File: config.mk
export PLATFORM = sky130hd
export DESIGN_NAME = uart_os_rx
export DESIGN_NICKNAME = d
export VERILOG_FILES = /design/src/rtl/rx_pkg.sv /design/src/rtl/rx_line_sel.sv /design/src/rtl/rx_frame_fsm.sv /design/src/rtl/rx_flag_bank.sv /design/src/rtl/uart_os_rx.sv
export SDC_FILE = /design/constraint.sdc
export NUM_CORES = 1
export LEC_CHECK = 0
export BUFFER_PORTS_ARGS = -buffer_cell sky130_fd_sc_hd__buf_2
export CAP_MARGIN = 20
export CORE_UTILIZATION = 58
export CTS_CLUSTER_DIAMETER = 40
export DETAILED_ROUTE_END_ITERATION = 8
export PLACE_DENSITY = 0.8
export RECOVER_POWER = 100
export SLEW_MARGIN = 20
export SYNTH_ARGS = -nofsm -noshare
export SYNTH_HDL_FRONTEND = slang
export SYNTH_HIERARCHICAL = 1
export SYNTH_SLANG_ARGS = --single-unit
File: constraint.sdc
create_clock -name clk -period 2.8 [get_ports clk]
set_input_delay 0.28 -clock clk [delete_from_list [all_inputs] [get_ports clk]]
set_output_delay 0.28 -clock clk [all_outputs]
set_load 0.02 [all_outputs]
File: src/rtl/rx_pkg.sv
package rx_pkg;
    typedef enum logic [1:0] {
        ST_WAIT,
        ST_START,
        ST_DATA,
        ST_STOP
    } rx_state_e;

    localparam int FRAME_MAX = 9;

    typedef struct packed {
        logic [FRAME_MAX-1:0] bits;
        logic                 noisy;
        logic                 stop_ok;
    } rx_frame_t;
endpackage

File: src/rtl/rx_line_sel.sv
module rx_line_sel (
    input  logic clk,
    input  logic rst_n,
    input  logic rx_pin,
    input  logic tx_int,
    input  logic tx_pin,
    input  logic loop_en,
    input  logic loop_pin,
    input  logic invert,
    output logic line_q
);
    logic raw;

    always_comb begin
        if (loop_en) raw = loop_pin ? tx_pin : tx_int;
        else         raw = rx_pin;
    end

    always_ff @(posedge clk or negedge rst_n) begin
        if (!rst_n) line_q <= 1'b1;
        else        line_q <= raw ^ invert;
    end
endmodule

File: src/rtl/rx_frame_fsm.sv
module rx_frame_fsm
    import rx_pkg::*;
#(
    parameter int OVS       = 16,
    parameter int RUN_W     = 4,
    parameter int IDLE_BASE = 10
) (
    input  logic      clk,
    input  logic      rst_n,
    input  logic      tick,
    input  logic      en,
    input  logic      line,
    input  logic      nine,
    input  logic      idle_after_stop,
    output logic      done,
    output rx_frame_t frame,
    output logic      active,
    output logic      idle_hit
);
    localparam int SUB_W = $clog2(OVS + 1);
    localparam int MID   = OVS / 2;
    localparam int IDX_W = $clog2(FRAME_MAX + 1);

    rx_state_e            state_q, state_d;
    logic [SUB_W-1:0]     sub_q;
    logic [SUB_W-1:0]     wcnt_q;
    logic [IDX_W-1:0]     idx_q;
    logic [RUN_W-1:0]     run_q;
    logic [FRAME_MAX-1:0] bits_q;
    logic                 prev_q, s_a, s_b, noisy_q, stop_q, done_q;

    logic                 vote, bit_noisy, at_vote, at_end, edge_seen;
    logic [IDX_W-1:0]     last_idx;
    logic [RUN_W-1:0]     run_inc, thr;

    assign vote      = (s_a & s_b) | (s_a & line) | (s_b & line);
    assign bit_noisy = !((s_a == s_b) && (s_b == line));
    assign at_vote   = (sub_q == SUB_W'(MID + 1));
    assign at_end    = (sub_q == SUB_W'(OVS));
    assign edge_seen = prev_q && !line;
    assign last_idx  = nine ? IDX_W'(FRAME_MAX - 1) : IDX_W'(FRAME_MAX - 2);
    assign run_inc   = (run_q == {RUN_W{1'b1}}) ? run_q : run_q + RUN_W'(1);
    assign thr       = nine ? RUN_W'(IDLE_BASE + 1) : RUN_W'(IDLE_BASE);

    // state register
    always_ff @(posedge clk or negedge rst_n) begin
        if (!rst_n) state_q <= ST_WAIT;
        else        state_q <= state_d;
    end

    // next state
    always_comb begin
        state_d = state_q;
        if (!en) begin
            state_d = ST_WAIT;
        end else if (tick) begin
            unique case (state_q)
                ST_WAIT:  if (edge_seen) state_d = ST_START;
                ST_START: begin
                    if (at_vote && vote) state_d = ST_WAIT;
                    else if (at_end)     state_d = ST_DATA;
                end
                ST_DATA:  if (at_end && idx_q == last_idx) state_d = ST_STOP;
                ST_STOP:  if (at_vote) state_d = ST_WAIT;
            endcase
        end
    end

    // sampling, counters and frame outputs
    always_ff @(posedge clk or negedge rst_n) begin
        if (!rst_n) begin
            sub_q <= '0; wcnt_q <= '0; idx_q <= '0; run_q <= '0; bits_q <= '0;
            prev_q <= 1'b0; s_a <= 1'b1; s_b <= 1'b1;
            noisy_q <= 1'b0; stop_q <= 1'b1; done_q <= 1'b0;
        end else begin
            done_q <= 1'b0;
            if (!en) begin
                sub_q <= '0; wcnt_q <= '0; run_q <= '0; idx_q <= '0; prev_q <= 1'b0;
            end else if (tick) begin
                prev_q <= line;
                if (state_q == ST_WAIT) begin
                    if (edge_seen) begin
                        sub_q <= SUB_W'(1); run_q <= '0; wcnt_q <= '0;
                        idx_q <= '0; bits_q <= '0; noisy_q <= 1'b0;
                    end else if (line) begin
                        if (wcnt_q == SUB_W'(OVS - 1)) begin
                            wcnt_q <= '0;
                            run_q  <= run_inc;
                        end else begin
                            wcnt_q <= wcnt_q + SUB_W'(1);
                        end
                    end else begin
                        wcnt_q <= '0;
                        run_q  <= '0;
                    end
                end else begin
                    sub_q <= at_end ? SUB_W'(1) : sub_q + SUB_W'(1);
                    if (sub_q == SUB_W'(MID - 1)) s_a <= line;
                    if (sub_q == SUB_W'(MID))     s_b <= line;
                    if (at_vote) begin
                        if (state_q == ST_START) begin
                            noisy_q <= bit_noisy;
                            wcnt_q  <= '0;
                        end else if (state_q == ST_DATA) begin
                            bits_q[idx_q] <= vote;
                            noisy_q <= noisy_q | bit_noisy;
                            run_q   <= vote ? run_inc : '0;
                        end else begin
                            done_q  <= 1'b1;
                            stop_q  <= vote;
                            noisy_q <= noisy_q | bit_noisy;
                            run_q   <= (idle_after_stop || !vote) ? '0 : run_inc;
                            wcnt_q  <= '0;
                        end
                    end
                    if (at_end && state_q == ST_DATA) idx_q <= idx_q + IDX_W'(1);
                end
            end
        end
    end

    assign done          = done_q;
    assign frame.bits    = bits_q;
    assign frame.noisy   = noisy_q;
    assign frame.stop_ok = stop_q;
    assign active        = (state_q != ST_WAIT);
    assign idle_hit      = (state_q == ST_WAIT) && (run_q >= thr);
endmodule

File: src/rtl/rx_flag_bank.sv
module rx_flag_bank
    import rx_pkg::*;
(
    input  logic       clk,
    input  logic       rst_n,
    input  logic       done,
    input  rx_frame_t  frame,
    input  logic       nine,
    input  logic       par_en,
    input  logic       par_odd,
    input  logic       wake_addr,
    input  logic       idle_hit,
    input  logic       rwu_set,
    input  logic [5:0] clr_mask,
    input  logic       rie,
    input  logic       ilie,
    output logic [7:0] data_q,
    output logic       bit8_q,
    output logic       rdrf_q,
    output logic       ovr_q,
    output logic       nf_q,
    output logic       fe_q,
    output logic       pf_q,
    output logic       idle_q,
    output logic       rwu_q,
    output logic       irq
);
    logic armed_q, hit_q;
    logic addr_bit, ones_odd, par_bad, idle_rise, accept, full;

    assign addr_bit  = nine ? frame.bits[8] : frame.bits[7];
    assign ones_odd  = nine ? ^frame.bits : ^frame.bits[7:0];
    assign par_bad   = par_en && (ones_odd != par_odd);
    assign idle_rise = idle_hit && !hit_q;
    assign accept    = done && (!rwu_q || (wake_addr && addr_bit));
    assign full      = rdrf_q || ovr_q;

    always_ff @(posedge clk or negedge rst_n) begin
        if (!rst_n) begin
            data_q <= '0; bit8_q <= 1'b0; rdrf_q <= 1'b0; ovr_q <= 1'b0;
            nf_q <= 1'b0; fe_q <= 1'b0; pf_q <= 1'b0; idle_q <= 1'b0;
            rwu_q <= 1'b0; armed_q <= 1'b0; hit_q <= 1'b0;
        end else begin
            hit_q <= idle_hit;
            if (clr_mask[0]) rdrf_q <= 1'b0;
            if (clr_mask[1]) ovr_q  <= 1'b0;
            if (clr_mask[2]) nf_q   <= 1'b0;
            if (clr_mask[3]) fe_q   <= 1'b0;
            if (clr_mask[4]) pf_q   <= 1'b0;
            if (clr_mask[5]) idle_q <= 1'b0;
            if (accept) begin
                if (rwu_q) rwu_q <= 1'b0;
                if (full) begin
                    ovr_q <= 1'b1;
                end else begin
                    data_q  <= frame.bits[7:0];
                    bit8_q  <= nine & frame.bits[8];
                    rdrf_q  <= 1'b1;
                    armed_q <= 1'b1;
                    if (frame.noisy)    nf_q <= 1'b1;
                    if (!frame.stop_ok) fe_q <= 1'b1;
                    if (par_bad)        pf_q <= 1'b1;
                end
            end
            if (rwu_q) begin
                if (!wake_addr && idle_rise) begin
                    rwu_q   <= 1'b0;
                    armed_q <= 1'b0;
                end
            end else if (idle_hit && armed_q) begin
                idle_q  <= 1'b1;
                armed_q <= 1'b0;
            end
            if (rwu_set) rwu_q <= 1'b1;
        end
    end

    assign irq = (rie & !rwu_q & (rdrf_q | ovr_q)) | (ilie & idle_q);
endmodule

File: src/rtl/uart_os_rx.sv
module uart_os_rx
    import rx_pkg::*;
#(
    parameter int OVS       = 16,
    parameter int RUN_W     = 4,
    parameter int IDLE_BASE = 10
) (
    input  logic       clk,
    input  logic       rst_n,
    input  logic       os_tick,
    input  logic       rx_pin,
    input  logic       tx_int,
    input  logic       tx_pin,
    input  logic       cfg_rx_en,
    input  logic       cfg_nine,
    input  logic       cfg_par_en,
    input  logic       cfg_par_odd,
    input  logic       cfg_idle_after_stop,
    input  logic       cfg_wake_addr,
    input  logic       cfg_rx_inv,
    input  logic       cfg_loop,
    input  logic       cfg_loop_pin,
    input  logic       rwu_set,
    input  logic [5:0] clr_mask,
    input  logic       irq_rx_en,
    input  logic       irq_idle_en,
    output logic [7:0] rx_data,
    output logic       rx_bit8,
    output logic       rdrf,
    output logic       ovr,
    output logic       noise,
    output logic       frame_err,
    output logic       par_err,
    output logic       idle,
    output logic       rwu,
    output logic       rx_active,
    output logic       irq
);
    logic      line;
    logic      done;
    logic      idle_hit;
    rx_frame_t frame;

    rx_line_sel u_sel (
        .clk(clk), .rst_n(rst_n), .rx_pin(rx_pin), .tx_int(tx_int), .tx_pin(tx_pin),
        .loop_en(cfg_loop), .loop_pin(cfg_loop_pin), .invert(cfg_rx_inv), .line_q(line)
    );

    rx_frame_fsm #(.OVS(OVS), .RUN_W(RUN_W), .IDLE_BASE(IDLE_BASE)) u_fsm (
        .clk(clk), .rst_n(rst_n), .tick(os_tick), .en(cfg_rx_en), .line(line),
        .nine(cfg_nine), .idle_after_stop(cfg_idle_after_stop), .done(done),
        .frame(frame), .active(rx_active), .idle_hit(idle_hit)
    );

    rx_flag_bank u_flags (
        .clk(clk), .rst_n(rst_n), .done(done), .frame(frame), .nine(cfg_nine),
        .par_en(cfg_par_en), .par_odd(cfg_par_odd), .wake_addr(cfg_wake_addr),
        .idle_hit(idle_hit), .rwu_set(rwu_set), .clr_mask(clr_mask),
        .rie(irq_rx_en), .ilie(irq_idle_en), .data_q(rx_data), .bit8_q(rx_bit8),
        .rdrf_q(rdrf), .ovr_q(ovr), .nf_q(noise), .fe_q(frame_err), .pf_q(par_err),
        .idle_q(idle), .rwu_q(rwu), .irq(irq)
    );
endmodule

# Word-level counts from Yosys, hierarchy flattened

Cells that the tools add are included.

Input bits: 24
Flip-flop bits (word level): 54
Output and inout port bits: 18

Reduce and logical (&&, ||, !) cells: 39
Multiplexer cells: 95
Add/sub/neg operators: 4
Equality and inequality tests: 25
Magnitude comparators: 3
Bitwise gates (word level): 17

Operators by type and width:

| operator                                              | number |
|---|---|
| two-way mux 4 bit                                     | 18 |
| two-way mux 5 bit                                     | 14 |
| two-way mux 1 bit                                     | 48 |
| two-way mux 9 bit                                     | 5 |
| AND reduction 4 bit                                   | 4 |
| == test 5 x 4 -> 1 bit, second input constant         | 3 |
| two-way mux 2 bit                                     | 7 |
| logical AND 1 bit                                     | 13 |
| AND reduction 6 bit                                   | 2 |
| adder 5 x 1 -> 5 bit, second input constant           | 2 |
| bitwise mux 9 bit                                     | 1 |
| inequality test 3 x 2 -> 1 bit, second input constant | 3 |
| XOR reduction 9 bit                                   | 1 |
| adder 4 x 1 -> 4 bit, second input constant           | 2 |
| one-hot mux 2 bit (4 select lines)                    | 1 |
| XOR reduction 8 bit                                   | 1 |
| bitwise AND 1 bit                                     | 7 |
| zero test 1 bit                                       | 6 |
| inequality test 3 x 1 -> 1 bit, second input constant | 2 |
| AND reduction 3 bit                                   | 2 |
| nonzero test 2 bit                                    | 3 |
| == test 5 x 3 -> 1 bit, second input constant         | 1 |
| == test 5 bit, second input constant                  | 1 |
| < comparator 4 x 5 -> 1 bit, second input constant    | 1 |
| 22 further kinds                                      | 35 |

# Logic depth before layout (Yosys ltp)

Depth in word-level cells: 12
Gate-level depth with buffers: 10

# Modules after synthesis

The synthesis kept the hierarchy.

By module, submodules not included:

| module       | area an instance (sq um) | instances | sequential area each (sq um) | cells each |
|---|---|---|---|---|
| rx_frame_fsm | 2280.9                   | 1         | 879.6                        | 242 |
| rx_flag_bank | 849.6                    | 1         | 450.4                        | 71 |
| rx_line_sel  | 53.8                     | 1         | 26.3                         | 5 |

# Least setup slack after synthesis

Ideal clock, no wire load.

Kind: register to register
Start: register u_fsm.state_q[0]
End: register u_fsm.bits_q[0]
Buffers on the path: 3
Library setup time: 0.101 ns
Arrival time: 2.122 ns
Cell stages (with the launch flop): 11
Path slack: 0.578 ns
Cells stage by stage: dfrtp_1 -> inv_1 -> ha_1 -> clkbuf_2 -> inv_1 -> o211ai_1 -> or3_1 -> buf_6 -> or2_1 -> buf_6 -> o311ai_2

Word-level cells in the longest chain between the ends: 3
Elaborated cells on any way between the ends: 9
Classes of those cells: eq/ne (4); mux (1); reduce/logical (4)

RTL lines:

| item                                                                 | line                | RTL |
|---|---|---|
| from (decl)                                                          | rx_frame_fsm.sv:24  | `rx_state_e state_q, state_d;` |
| from (signal assigned)                                               | rx_frame_fsm.sv:48  | `else state_q <= state_d;` |
| == test 2 x 1 -> 1 bit, or another cell as far along                 | rx_frame_fsm.sv:101 | `if (state_q == ST_START) begin` |
| inequality test 2 bit (no source line), or another cell as far along | -                   |  |
| AND reduction 6 bit (no source line)                                 | -                   |  |
| to (signal, indexed assignment)                                      | rx_frame_fsm.sv:105 | `bits_q[idx_q] <= vote;` |
| to (decl)                                                            | rx_frame_fsm.sv:29  | `logic [FRAME_MAX-1:0] bits_q;` |

Several ways; a longest one is shown, not always the timed one.
A chain may end at the register's enable or synchronous reset.

# Worst setup path in the final report

Start: register u_fsm.state_q[0]
End: register u_fsm.idx_q[3]

Word-level cells in the longest chain between the ends: 4
Elaborated cells on any way between the ends: 9
Classes of those cells: eq/ne (3); mux (3); reduce/logical (3)

RTL lines:

| item                                                                                 | line                                    | RTL |
|---|---|---|
| == test 2 bit or zero test 2 bit (tied branches)                                     | rx_frame_fsm.sv:116, rx_frame_fsm.sv:81 |  |
| logical AND 1 bit or two-way mux 4 bit (tied branches)                               | rx_frame_fsm.sv:116, rx_frame_fsm.sv:81 |  |
| inequality test 3 x 1 -> 1 bit (no source line) or two-way mux 4 bit (tied branches) | -                                       |  |
| AND reduction 3 bit (no source line) or two-way mux 4 bit (tied branches)            | -                                       |  |
| to (signal assigned)                                                                 | rx_frame_fsm.sv:116                     | `if (at_end && state_q == ST_DATA) idx_q <= idx_q + IDX_W'(1);` |
| to (decl)                                                                            | rx_frame_fsm.sv:27                      | `logic [IDX_W-1:0] idx_q;` |

Several ways; a longest one is shown, not always the timed one. The select of a mux whose other input is x is not followed.

==> summary.md <==
| Metric | Value |
|---|---|
| Status | `finished, final reports clean` |
| Final Hold Fails | `0` |
| Max Slew Vio Count | `0` |
| Register area share after synthesis | `42.6%` |
| Die area | `5790 um2` |
| CP endpoint kind | `flip-flop` |
| Final Wtd Congestion | `1.00` |
| DR iter-0 viols | `237` |
| Synthesized netlist net count | `359` |
| # Post-CTS Setup Buffers | `0` |
| Synthesized cell area | `3180 um2` |
| Post-Synth XOR/XNOR Area | `3.73%` |
| Post-synthesis async set-or-reset flop share | `100%` |
| Slowest cell on the critical path | `clkbuf_1` |
| Die width | `76.1 um` |
| Antenna Nets Post-Route | `0` |
| Core area | `5200 um2` |
| Routed wire per std cell | `15.2 um` |
| TritonCTS clock tree | `built` |
| Fill cell count | `435` |
| TritonCTS Buffers | `5` |
| Hold Crit Start | `cfg_rx_inv` |
| Hold worst-path end | `u_sel/line_q` |
| Synth cell types | `61` |
| RSZ-0062 raised after global routing | `false` |
| Startpoint types | `flip-flop` |
| Syn Inst Count | `318` |
| Area of all placed cells without fillers | `3410 um2` |
| Setup violators final | `0` |
| GRT Overall Usage | `24.6%` |
| Fin nets | `399` |
| Hold_buf cts | `1` |
| CP Class | `reg2reg` |
| Reg-to-reg slack, setup | `310 ps` |
| DRC Markers | `0` |
| Post-synthesis adder-cell area fraction | `6.68%` |
| H-tree depth | `2` |
| Largest net degree at the start of global routing | `26` |
| Clock skew | `7.26 ps` |
| Leak | `1.50 nW` |
| Site row count | `26` |
| Worst path arrival time | `2670 ps` |
| GR Overflow Total | `0` |
| Rel. slew slack | `8.60%` |
| Synth Flop Type | `dfrtp_1` |
| Root Buffer | `clkbuf_8` |
| Port Buf Inserts | `41` |
| Routed wire length | `6520 um` |
| Syn. warnings | `6` |
| Max FO, Critical Path | `12` |
| CP required | `2990 ps` |
| Area grow syn2layout | `6.99%` |
| Synth Register Bits | `54` |
| CTS sink cnt | `54` |
| DR vias/cell | `5.82` |
| Post-CTS sizing | `0` |
| Fin crit share | `88.8%` |
| Worst-path clk slew | `90 ps` |
| Critical Path Most Common Cell | `inv_1` |
| Worst VDD drop | `0.302 mV` |
| Fmax | `402 MHz` |
| Simple-gate portion of the synthesized area | `19.0%` |
| HP Class | `in2reg` |
| Vias in the first global route | `2472` |
| Initial antenna violation count | `0` |
| Syn avg cell area | `10.0 um2` |
| Main combinational cell family by area after synthesis | `simple AND/OR/NAND/NOR gates` |
| Max-cap viol count | `0` |
| Worst Reg2Reg Path Length in Cells | `8` |
| Placed inst area | `3390 um2` |
| Mux share of post-synthesis cell area | `5.82%` |
| Initial Utilization | `61.2%` |
| Post-DP HPWL | `4760 um` |
| Worst slew pin tran | `1370 ps` |
| Hold Path Depth | `2` |
| Period minus WS final | `2490 ps` |
| Layout cells sized above 1 | `12.5%` |
| Min Hold Slack | `126 ps` |
| First-pass GRT wire length | `11500 um` |
| Setup TNS | `0 ps` |
| CP cell instances | `inv_1 -> ha_1 -> inv_1 -> clkbuf_1 -> o21ai_1 -> and2_0 -> o21ai_0 -> o41ai_1` |
| PD cells | `566 nW/um2` |
| Inserted Diodes | `0` |
| DIE HEIGHT | `76.1 um` |
| Synth area leaders | `dfrtp_1 (39%), ha_1 (6.7%), nand2_1 (5.3%), o311ai_2 (4.6%), dfstp_2 (3.3%)` |
| Skew-Pair Late Insertion Delay | `310 ps` |
| Crit Reg-Reg Endpoint | `u_fsm/idx_q[3]` |
| Worst r2r src | `u_fsm/state_q[0]` |
| Worst stage delay on the critical path | `460 ps` |
| Clock tree buffer depth | `2` |
| Vias | `2497` |
| Boundary pin count | `42` |
| Post-synthesis compound-gate area fraction | `16.2%` |
| Largest area contributor in the netlist | `dfrtp_1` |
| Post-synth top area share | `39.3%` |
| First drt pass iteration count | `5` |
| Post-synth EDFFs | `0` |
layout by cell type, fill, tap and decap left out, drive strengths merged, types with 5 or more instances in the layout:
master and n:
a21oi 13, and3 6, buf 23, clkbuf 28, dfrtp 50, ha 17, inv 20, mux2 11
mux2i 5, nand2 45, nand2b 7, nand3 17, nor2 16, nor2b 5, o21ai 22, o311ai 10
xnor2 10
report_power, final:
part | total, W | internal [W] | switching [W] | leakage [nW]
sequential | 0.000955 | 0.000859 | 0.0000957 | 0.702
clock | 0.000511 | 0.000267 | 0.000245 | 0.0514
combinational | 0.000462 | 0.000251 | 0.000210 | 0.742
total | 0.00193 | 0.00138 | 0.000551 | 1.50
critical path: cells and delay by family, from the launching register on:
family | cells | cell delay, ps
buf+inv | 3 | 670
fa+ha+maj | 1 | 310
simple gates | 1 | 320
compound gates | 3 | 640
flops | 1 | 420
stage by stage:
stage               instances  worst slack (ps)  util (%)  power [W]
floorplan                 318               578         -    0.00138
global placement          420               470      65.2    0.00147
detailed placement        420               387      65.2    0.00150
CTS                       429               375      67.5    0.00201
global route              429               114      65.5    0.00203
finish                    429               315      65.5    0.00193
synth_stat cells (all sizes together), types with 7 or more instances:
library cell	n
o21ai	22
mux2	11
ha	17
buf	10
o311ai	10
nand2b	7
nand3	17
nand2	45
a21oi	13
nor2	16
dfrtp	50
xnor2	10
inv	20
area by class of cell:
class | instances | area [um2] | share of cell area (%)
Timing Repair Buffer | 46 | 211 | 6.21
Tap cell | 70 | 87.6 | 2.57
Sequential cell | 54 | 1360 | 39.8
Clock inverter | 2 | 37.5 | 1.10
Clock buffer | 6 | 72.6 | 2.13
Inverter | 20 | 75.1 | 2.20
Multi-Input combinational cell | 231 | 1570 | 46.0
routing by layer:
| metal | global-route usage, % | share of wire (%) | vias to the layer above |
|---|---|---|---|
| met4 | 7.31 | 1.2 | 0 |
| met5 | 0 | 0 | - |
| met3 | 4.43 | 4.7 | 9 |
| li1 | - | - | 1202 |
| met2 | 42.1 | 49 | 80 |
| met1 | 31.9 | 45 | 1206 |
flip-flops by register name (all words and copies together) (netlist names), 2 cells and up:
signal / flops
u_fsm/bits_q: 9
u_fsm/wcnt_q: 5
u_fsm/run_q: 4
u_flags/data_q: 8
u_fsm/idx_q: 4
u_fsm/sub_q: 5
u_fsm/state_q: 2
logic make-up after synthesis:
logic type      Yosys count
fa+ha+maj                17
buf+inv                  33
mux                      16
flops                    54
xor+xnor                 12
compound gates           68
simple gates            118
how the worst max path moves through the flow:
stage | startpoint | to | slack [ps]
6_report | u_fsm/state_q[0] | u_fsm/idx_q[3] | 310
5_1_grt | u_fsm/state_q[0] | u_fsm/idx_q[1] | 110
4_1_cts | u_fsm/state_q[0] | u_fsm/bits_q[0] | 380
3_5_place_dp | u_fsm/state_q[0] | u_fsm/bits_q[0] | 390
3_3_place_gp | u_fsm/state_q[0] | u_fsm/bits_q[7] | 470
2_1_floorplan | u_fsm/state_q[0] | u_fsm/bits_q[0] | 580
Note: power is estimated with default switching activity, not from simulation.
